--- src/rtl/hq_pkg.sv ---
package hq_pkg;

  typedef enum logic [1:0] {
    HW_SLOT     = 2'd0,
    HW_CMD_TAIL = 2'd1,
    HW_CPL_HEAD = 2'd2,
    HW_NONE     = 2'd3
  } hw_sel_e;

endpackage

--- src/rtl/hq_host_port.sv ---
module hq_host_port
  import hq_pkg::*;
#(
  parameter int IDX_W = 4,
  parameter int CMD_W = 64
) (
  input  logic             clk,
  input  logic             rst,
  input  logic             wr_en,
  input  logic [1:0]       wr_sel,
  input  logic [IDX_W-1:0] wr_idx,
  input  logic [CMD_W-1:0] wr_data,
  output logic             slot_we,
  output logic [IDX_W-1:0] slot_idx,
  output logic [CMD_W-1:0] slot_data,
  output logic [IDX_W-1:0] cmd_tail,
  output logic [IDX_W-1:0] cpl_head
);

  hw_sel_e sel;
  logic [IDX_W-1:0] cmd_tail_q;
  logic [IDX_W-1:0] cpl_head_q;

  assign sel       = hw_sel_e'(wr_sel);
  assign slot_we   = wr_en && (sel == HW_SLOT);
  assign slot_idx  = wr_idx;
  assign slot_data = wr_data;

  always_ff @(posedge clk) begin
    if (rst) begin
      cmd_tail_q <= '0;
      cpl_head_q <= '0;
    end else if (wr_en) begin
      case (sel)
        HW_CMD_TAIL: cmd_tail_q <= wr_data[IDX_W-1:0];
        HW_CPL_HEAD: cpl_head_q <= wr_data[IDX_W-1:0];
        default: ;
      endcase
    end
  end

  assign cmd_tail = cmd_tail_q;
  assign cpl_head = cpl_head_q;

endmodule

--- src/rtl/hq_cmd_ring.sv ---
module hq_cmd_ring #(
  parameter int DEPTH = 16,
  parameter int IDX_W = 4,
  parameter int CMD_W = 64
) (
  input  logic             clk,
  input  logic             rst,
  input  logic             slot_we,
  input  logic [IDX_W-1:0] slot_idx,
  input  logic [CMD_W-1:0] slot_data,
  input  logic [IDX_W-1:0] host_tail,
  output logic [IDX_W-1:0] head_o,
  output logic             out_valid,
  input  logic             out_ready,
  output logic [CMD_W-1:0] out_data,
  output logic [IDX_W-1:0] out_slot
);

  logic [CMD_W-1:0] mem [DEPTH];
  logic [IDX_W-1:0] fetch_q;
  logic [IDX_W-1:0] head_q;
  logic [IDX_W-1:0] slot_q;
  logic [CMD_W-1:0] data_q;
  logic             valid_q;
  logic             take;
  logic             fetch;

  assign take  = valid_q && out_ready;
  assign fetch = (fetch_q != host_tail) && (!valid_q || out_ready);

  always_ff @(posedge clk) begin
    if (slot_we) mem[slot_idx] <= slot_data;
  end

  always_ff @(posedge clk) begin
    if (fetch) data_q <= mem[fetch_q];
  end

  always_ff @(posedge clk) begin
    if (rst) begin
      fetch_q <= '0;
      head_q  <= '0;
      slot_q  <= '0;
      valid_q <= 1'b0;
    end else begin
      if (take) head_q <= head_q + 1'b1;
      if (fetch) begin
        slot_q  <= fetch_q;
        fetch_q <= fetch_q + 1'b1;
        valid_q <= 1'b1;
      end else if (take) begin
        valid_q <= 1'b0;
      end
    end
  end

  assign head_o    = head_q;
  assign out_valid = valid_q;
  assign out_data  = data_q;
  assign out_slot  = slot_q;

endmodule

--- src/rtl/hq_cpl_ring.sv ---
module hq_cpl_ring #(
  parameter int              DEPTH      = 16,
  parameter int              IDX_W      = 4,
  parameter int              TAG_W      = 8,
  parameter int              STAT_W     = 8,
  parameter int              ADDR_W     = 32,
  parameter int              ELEM_BYTES = 16,
  parameter logic [ADDR_W-1:0] BASE     = '0
) (
  input  logic                    clk,
  input  logic                    rst,
  input  logic [IDX_W-1:0]        host_head,
  input  logic                    enq_valid,
  output logic                    enq_ready,
  input  logic [TAG_W-1:0]        enq_tag,
  input  logic [STAT_W-1:0]       enq_status,
  input  logic                    enq_merge,
  output logic                    dma_valid,
  input  logic                    dma_ready,
  output logic [ADDR_W-1:0]       dma_addr,
  output logic [TAG_W+STAT_W-1:0] dma_data,
  output logic                    dma_merge,
  output logic [IDX_W-1:0]        tail_o,
  output logic [IDX_W-1:0]        issue_o
);

  localparam int  ENT_W    = TAG_W + STAT_W;
  localparam bit  ELEM_P2  = (ELEM_BYTES & (ELEM_BYTES - 1)) == 0;
  localparam int  ELEM_SH  = $clog2(ELEM_BYTES);

  logic [IDX_W-1:0]  issue_q;
  logic [IDX_W-1:0]  tail_q;
  logic              valid_q;
  logic [ADDR_W-1:0] addr_q;
  logic [ENT_W-1:0]  data_q;
  logic              merge_q;
  logic [ADDR_W-1:0] offset;
  logic              full;
  logic              accept;

  generate
    if (ELEM_P2) begin : g_shift
      assign offset = ADDR_W'(issue_q) << ELEM_SH;
    end else begin : g_mul
      assign offset = ADDR_W'(issue_q) * ADDR_W'(ELEM_BYTES);
    end
  endgenerate

  assign full      = IDX_W'(issue_q + 1'b1) == host_head;
  assign enq_ready = !full && (!valid_q || dma_ready);
  assign accept    = enq_valid && enq_ready;

  always_ff @(posedge clk) begin
    if (rst) begin
      issue_q <= '0;
      tail_q  <= '0;
      valid_q <= 1'b0;
      addr_q  <= '0;
      data_q  <= '0;
      merge_q <= 1'b0;
    end else begin
      if (valid_q && dma_ready) tail_q <= tail_q + 1'b1;
      if (accept) begin
        issue_q <= issue_q + 1'b1;
        valid_q <= 1'b1;
        addr_q  <= BASE + offset;
        data_q  <= {enq_status, enq_tag};
        merge_q <= enq_merge;
      end else if (dma_ready) begin
        valid_q <= 1'b0;
      end
    end
  end

  assign dma_valid = valid_q;
  assign dma_addr  = addr_q;
  assign dma_data  = data_q;
  assign dma_merge = merge_q;
  assign tail_o    = tail_q;
  assign issue_o   = issue_q;

endmodule

--- src/rtl/hq_ring_ctrl.sv ---
module hq_ring_ctrl #(
  parameter int                DEPTH      = 16,
  parameter int                CMD_W      = 64,
  parameter int                TAG_W      = 8,
  parameter int                STAT_W     = 8,
  parameter int                ADDR_W     = 32,
  parameter int                ELEM_BYTES = 16,
  parameter logic [ADDR_W-1:0] CPL_BASE   = 32'h1000_0000,
  localparam int               IDX_W      = $clog2(DEPTH)
) (
  input  logic                    clk,
  input  logic                    rst,
  input  logic                    host_wr_en,
  input  logic [1:0]              host_wr_sel,
  input  logic [IDX_W-1:0]        host_wr_idx,
  input  logic [CMD_W-1:0]        host_wr_data,
  output logic [IDX_W-1:0]        cmd_head_o,
  output logic                    cmd_valid,
  input  logic                    cmd_ready,
  output logic [CMD_W-1:0]        cmd_data,
  output logic [IDX_W-1:0]        cmd_slot,
  input  logic                    cpl_valid,
  output logic                    cpl_ready,
  input  logic [TAG_W-1:0]        cpl_tag,
  input  logic [STAT_W-1:0]       cpl_status,
  input  logic                    cpl_merge,
  output logic [IDX_W-1:0]        cpl_tail_o,
  output logic                    dma_req_valid,
  input  logic                    dma_req_ready,
  output logic [ADDR_W-1:0]       dma_req_addr,
  output logic [TAG_W+STAT_W-1:0] dma_req_data,
  output logic                    dma_req_merge
);

  logic             slot_we;
  logic [IDX_W-1:0] slot_idx;
  logic [CMD_W-1:0] slot_data;
  logic [IDX_W-1:0] cmd_tail_q;
  logic [IDX_W-1:0] cpl_head_q;
  logic [IDX_W-1:0] cpl_issue_q;

  hq_host_port #(.IDX_W(IDX_W), .CMD_W(CMD_W)) u_host (
    .clk(clk), .rst(rst),
    .wr_en(host_wr_en), .wr_sel(host_wr_sel), .wr_idx(host_wr_idx), .wr_data(host_wr_data),
    .slot_we(slot_we), .slot_idx(slot_idx), .slot_data(slot_data),
    .cmd_tail(cmd_tail_q), .cpl_head(cpl_head_q)
  );

  hq_cmd_ring #(.DEPTH(DEPTH), .IDX_W(IDX_W), .CMD_W(CMD_W)) u_cmd (
    .clk(clk), .rst(rst),
    .slot_we(slot_we), .slot_idx(slot_idx), .slot_data(slot_data),
    .host_tail(cmd_tail_q), .head_o(cmd_head_o),
    .out_valid(cmd_valid), .out_ready(cmd_ready), .out_data(cmd_data), .out_slot(cmd_slot)
  );

  hq_cpl_ring #(
    .DEPTH(DEPTH), .IDX_W(IDX_W), .TAG_W(TAG_W), .STAT_W(STAT_W),
    .ADDR_W(ADDR_W), .ELEM_BYTES(ELEM_BYTES), .BASE(CPL_BASE)
  ) u_cpl (
    .clk(clk), .rst(rst), .host_head(cpl_head_q),
    .enq_valid(cpl_valid), .enq_ready(cpl_ready), .enq_tag(cpl_tag),
    .enq_status(cpl_status), .enq_merge(cpl_merge),
    .dma_valid(dma_req_valid), .dma_ready(dma_req_ready), .dma_addr(dma_req_addr),
    .dma_data(dma_req_data), .dma_merge(dma_req_merge),
    .tail_o(cpl_tail_o), .issue_o(cpl_issue_q)
  );

endmodule

--- config.mk ---
export PLATFORM = sky130hd
export DESIGN_NAME = hq_ring_ctrl
export DESIGN_NICKNAME = d
export VERILOG_FILES = /design/src/rtl/hq_pkg.sv /design/src/rtl/hq_host_port.sv /design/src/rtl/hq_cmd_ring.sv /design/src/rtl/hq_cpl_ring.sv /design/src/rtl/hq_ring_ctrl.sv
export SDC_FILE = /design/constraint.sdc
export NUM_CORES = 1
export LEC_CHECK = 0
export BUFFER_PORTS_ARGS = -buffer_cell sky130_fd_sc_hd__buf_2
export CORE_ASPECT_RATIO = 0.8
export CORE_UTILIZATION = 50
export CTS_BUF_LIST = sky130_fd_sc_hd__clkbuf_16
export CTS_CLUSTER_SIZE = 16
export DETAILED_ROUTE_END_ITERATION = 8
export PLACE_DENSITY_LB_ADDON = 0.25
export SLEW_MARGIN = 10
export SYNTH_ARGS = -nofsm -noshare
export SYNTH_HDL_FRONTEND = slang
export SYNTH_SLANG_ARGS = --single-unit
--- constraint.sdc ---
create_clock -name clk -period 22.3 [get_ports clk]
set_input_delay 4.46 -clock clk [delete_from_list [all_inputs] [get_ports clk]]
set_output_delay 4.46 -clock clk [all_outputs]
set_load 0.03 [all_outputs]
### Word-level counts from Yosys, hierarchy flattened

Memory sizes are Yosys's and may differ from the RTL's. A register that Yosys moved wholly into a read port is not among the register bits.
Index checks and enable logic that the tools add are counted.

* register bits after elaboration: 79
* memory bits (writable): 1024
* bits of input ports: 93
* output and inout port bits: 128
* word-level logic and storage cells: 44
* memories: 1

* add/subtract/negate cells: 5
* equal/unequal tests: 4
* multiplexer cells: 6
* reduce and logical (&&, ||, !) cells: 16

Memories
* u_cmd.mem: words 16, bits a word 64, read ports 1, clocked after memory_dff 1, wr ports 1, RTL line hq_cmd_ring.sv:19 `logic [CMD_W-1:0] mem [DEPTH];`

Operator list (count)
* adder 29 x 8 -> 30 bit (first input constant): 1
* adder 4 x 1 -> 4 bit (second input constant): 4
* logical AND 1 bit: 6
* 2-to-1 mux 1 bit: 6
* == test 4 bit: 1
* inequality test 4 bit: 1
* AND reduction 2 bit: 2
* nonzero test 2 bit: 2
* zero test 1 bit: 3
* == test 2 x 1 -> 1 bit (second input constant): 1
* == test 2 bit (second input constant): 1
* zero test 2 bit: 1
* logical OR 1 bit: 2

### Depth between registers and ports, before layout

* depth in word-level cells: 6
* mapped depth: 8
* mapped depth without buffers: 6

### By module

Synthesis repeated with hierarchy kept, for this count alone.

* cell total of the unflattened synthesis: 1957
* area, all modules: 43083.8 µm²

Modules (own cells, without submodules)
* hq_cmd_ring: instances 1, cells an instance 1709, area each 40765.3 µm²
* hq_cpl_ring: instances 1, cells an instance 147, area each 1453.9 µm²
* hq_host_port: instances 1, cells an instance 101, area each 864.6 µm²

### Worst setup path after synthesis

Ideal clock, no wire load.

* path kind: input to register
* from: input host_wr_sel[1]
* to: memory u_cmd.mem[0][0] (enable)
* setup time: 565 ps
* arrival time: 9686 ps
* data required time: 21735 ps
* setup slack: 12049 ps
* stages: 3
* path buffers: 0
* path through: or3b_2 or3_1 nor3_1

* word-level cells in the longest chain between the ends: 4

RTL lines
* start: declaration: RTL line hq_ring_ctrl.sv:14 `input logic [1:0] host_wr_sel,`
* zero test 2 bit: RTL line hq_host_port.sv:25 `assign slot_we = wr_en && (sel == HW_SLOT);`
* logical AND 1 bit: RTL line hq_host_port.sv:25
* 2-to-1 mux 1 bit: RTL line hq_cmd_ring.sv:32 `if (slot_we) mem[slot_idx] <= slot_data;`
* 2-to-1 mux 1 bit (implied by the code): RTL line hq_cmd_ring.sv:32
* end: declaration: RTL line hq_cmd_ring.sv:19

Every way passes these cells.

### Worst setup path after layout

* from: input dma_req_ready
* to: output cpl_ready

* word-level cells in the longest chain between the ends: 2

RTL lines
* start: declaration: RTL line hq_ring_ctrl.sv:29 `input logic dma_req_ready,`
* logical OR 1 bit: RTL line hq_cpl_ring.sv:50 `assign enq_ready = !full && (!valid_q || dma_ready);`
* logical AND 1 bit: RTL line hq_cpl_ring.sv:50
* end: declaration: RTL line hq_ring_ctrl.sv:23 `output logic cpl_ready,`

Every way passes these cells.

==> flow_summary.toml <==
[worst_setup_path]
reg2reg_to = "u_cmd.out_data[35]"
r2r-start = "u_cmd.fetch_q[1]"
path_class = "in2out"
r2r_slack_ps = 18360
required_ps = 17840
cp.arrival_ps = 5170
rr_worst_depth = 5
crit_path_start_kind = "input pin"
crit_fanout = 4
cp-end-kind = "output port"

[timing]
finalSetupViolCount = 0
timing.fmax_mhz = 104
maxSlewHeadroom = 0.286
rsz0062_at_grt = "no"
period_needed_ps = 9630
setup-tns-final_ps = 0
final.setup.worst_slack_ps = 12670
fin_worst_skew_ps = 26.7
period_share = 0.432
hold_violations = 0
worstMarginPinSlew_ps = 1070
maxSlewViolCount = 0

[die]
design.die.area_sq_um = 86600
rows = 95
core_sq_um = 84300
die_w_um = 329
initial_core_util = 0.507
fp.dieH_um = 263
ios = 221

[hold_path]
min_path_cells = 2
min_from = "u_cpl.dma_addr[28]"
min_to = "u_cpl.dma_addr[28]"
hp-class = "reg2reg"

[detailed_routing]
antenna_left = 0
routed_wl_um = 85400
dr.pass1.iters = 8
viasPerCell = 5.81
drc = 20
drt_iter0_markers = 1503
avgRoutedWirePerCell_um = 26.6
vias = 18617

[yosys]
synth_area_leader_cell = "edfxtp_1"
yosys-top-cells-area = "edfxtp_1, mux4_2, dfxtp_1"
synth_edf_count = 1088
ys_warn_count = 0
netlist_area_sq_um = 42700
netlist_instances = 1739
synthArstFlopShare = 0
synth_seq_area_share = 0.789
synth_seq_cells = 1140
synth_cell_types = 31
ys.flop_type = "edfxtp_1"
syn_area_per_cell_sq_um = 24.6
yosys.area.top_type_share = 0.765

[power_and_ir_drop]
p_total_mw = 5.26
total_leakage_power_nw = 15.4
powerDensity_nw_per_um2 = 108
irDropWorstVdd_mv = 0.0809

[clock_network]
post_cts_buffers = 0
cts_resized = 0
cts_buffers = 108
htreeDepth = 3
path_clk_slew_ps = 60
root_buffer = "clkbuf_16"
postCtsHoldBufs = 0
clk_path_buf_depth = 3
insertion_delay_ps = 680
cts_tree = "done"
cts.sinks = 1140

[placed_design]
pre_cts_ws_ps = 12680
place_hpwl_um = 44000
dp.cells = 3004
finalWeightedCongestion = 0.739
portBuffers = 193
placed_cell_area_sq_um = 45000

[finish]
final_cell_count_no_fill = 3206
design_area_sq_um = 48500
layout.nets = 2096
final_common_cell = "edfxtp_1"
drive_gt1_frac = 0.352
final_cell_mix = "edfxtp_1, mux4_2, buf_2"
area_growth_pct = 13.6

[status]
failed_checks = "DRC"
outcome = "complete, but fails checks"

[global_routing]
grt_pass1_wl_um = 126000
antenna_found_initial = 12
grt.overflow.total = 0
grt_pass1_vias = 19344
grt_max_degree = 156
gr-usage-all-layers = 0.200

[job]
max-cap-violations = 0
[report_power, final]
group / internal [mW] / leakage [nW] / switching (mW)
clock: 1.05 / 1.81 / 0.774
sequential: 2.46 / 10.3 / 0.0413
combinational: 0.409 / 3.34 / 0.520
total: 3.92 / 15.4 / 1.34
[final cells by class]
class	instances	area [sq um]
tap	1115	1400
inverter	2	7.51
fill	5989	35700
timing repair buffer	233	1300
antenna	4	10.0
multi-input combinational	514	8520
sequential	1140	33700
clock inverter	89	836
clock buffer	109	2730
[sequential cells by signal, indices dropped and copies added, names as in the netlist]
name / cells
u_cmd.fetch_q: 4
u_cmd.head_o: 4
u_cmd.mem: 1024
u_cmd.out_data: 64
u_cmd.out_slot: 4
u_cmd.out_valid: 1
u_cpl.dma_addr: 5
u_cpl.dma_data: 16
u_cpl.dma_merge: 1
u_cpl.dma_valid: 1
u_cpl.issue_o: 4
u_cpl.tail_o: 4
u_host.cmd_tail: 4
u_host.cpl_head: 4
[kinds of logic (layout without fill, tap and decap cells)]
family / Yosys count / in the layout / share of synthesized area
adders and majority gates: 4 / 4 / 0.00117
AOI/OAI and AO/OA: 13 / 13 / 0.00223
and+or+nand+nor: 96 / 96 / 0.00978
DFF: 1140 / 1140 / 0.789
muxes: 356 / 356 / 0.177
xor gates and xnor gates: 18 / 18 / 0.00369
other: 1 / 31 / 0.0000878
buffers and inverters: 111 / 433 / 0.0169
[synthesized netlist by cell type (all sizes together), types with 2 or more instances]
cell type     n
nand2         9
mux4        320
xnor2         9
or3           4
nand3b        2
ha            4
edfxtp     1088
nand3         8
buf          74
dfxtp        52
inv           2
a21oi         7
nand4         2
clkbuf       35
nor2         60
mux2i        35
nor3          4
xor2          9
nand2b        3
nor2b         2
o21ai         3
[critical path: stages]
cell and delay, ps:
buf_2 110, nand2b_1 220, o31a_1 180, buf_2 200
[routing by layer]
layer	track usage	up-vias	share of wire
met2	0.320	496	0.50
met1	0.288	10095	0.43
met3	0.0362	130	0.051
met5	0	-	0.00076
li1	-	7886	-
met4	0.0463	10	0.018
[how the worst max path moves through the flow]
stage | from | endpoint | slack [ps] | cells after the start
CTS | dma_req_ready | cpl_ready | 12670 | 4
global route | dma_req_ready | cpl_ready | 12610 | 4
finish | dma_req_ready | cpl_ready | 12670 | 4
detailed placement | dma_req_ready | cpl_ready | 12680 | 4
floorplan | host_wr_sel[1] | u_cmd.mem[0][0] | 12050 | 3
global placement | dma_req_ready | cpl_ready | 12650 | 4
[stage by stage]
stage / utilization / hold WS (ps)
detailed placement: 0.533 / 469
global placement: 0.533 / 433
CTS: 0.576 / 482
global route: 0.576 / 486
finish: 0.576 / 481
floorplan: - / 482
(Power assumes the default switching activity.)
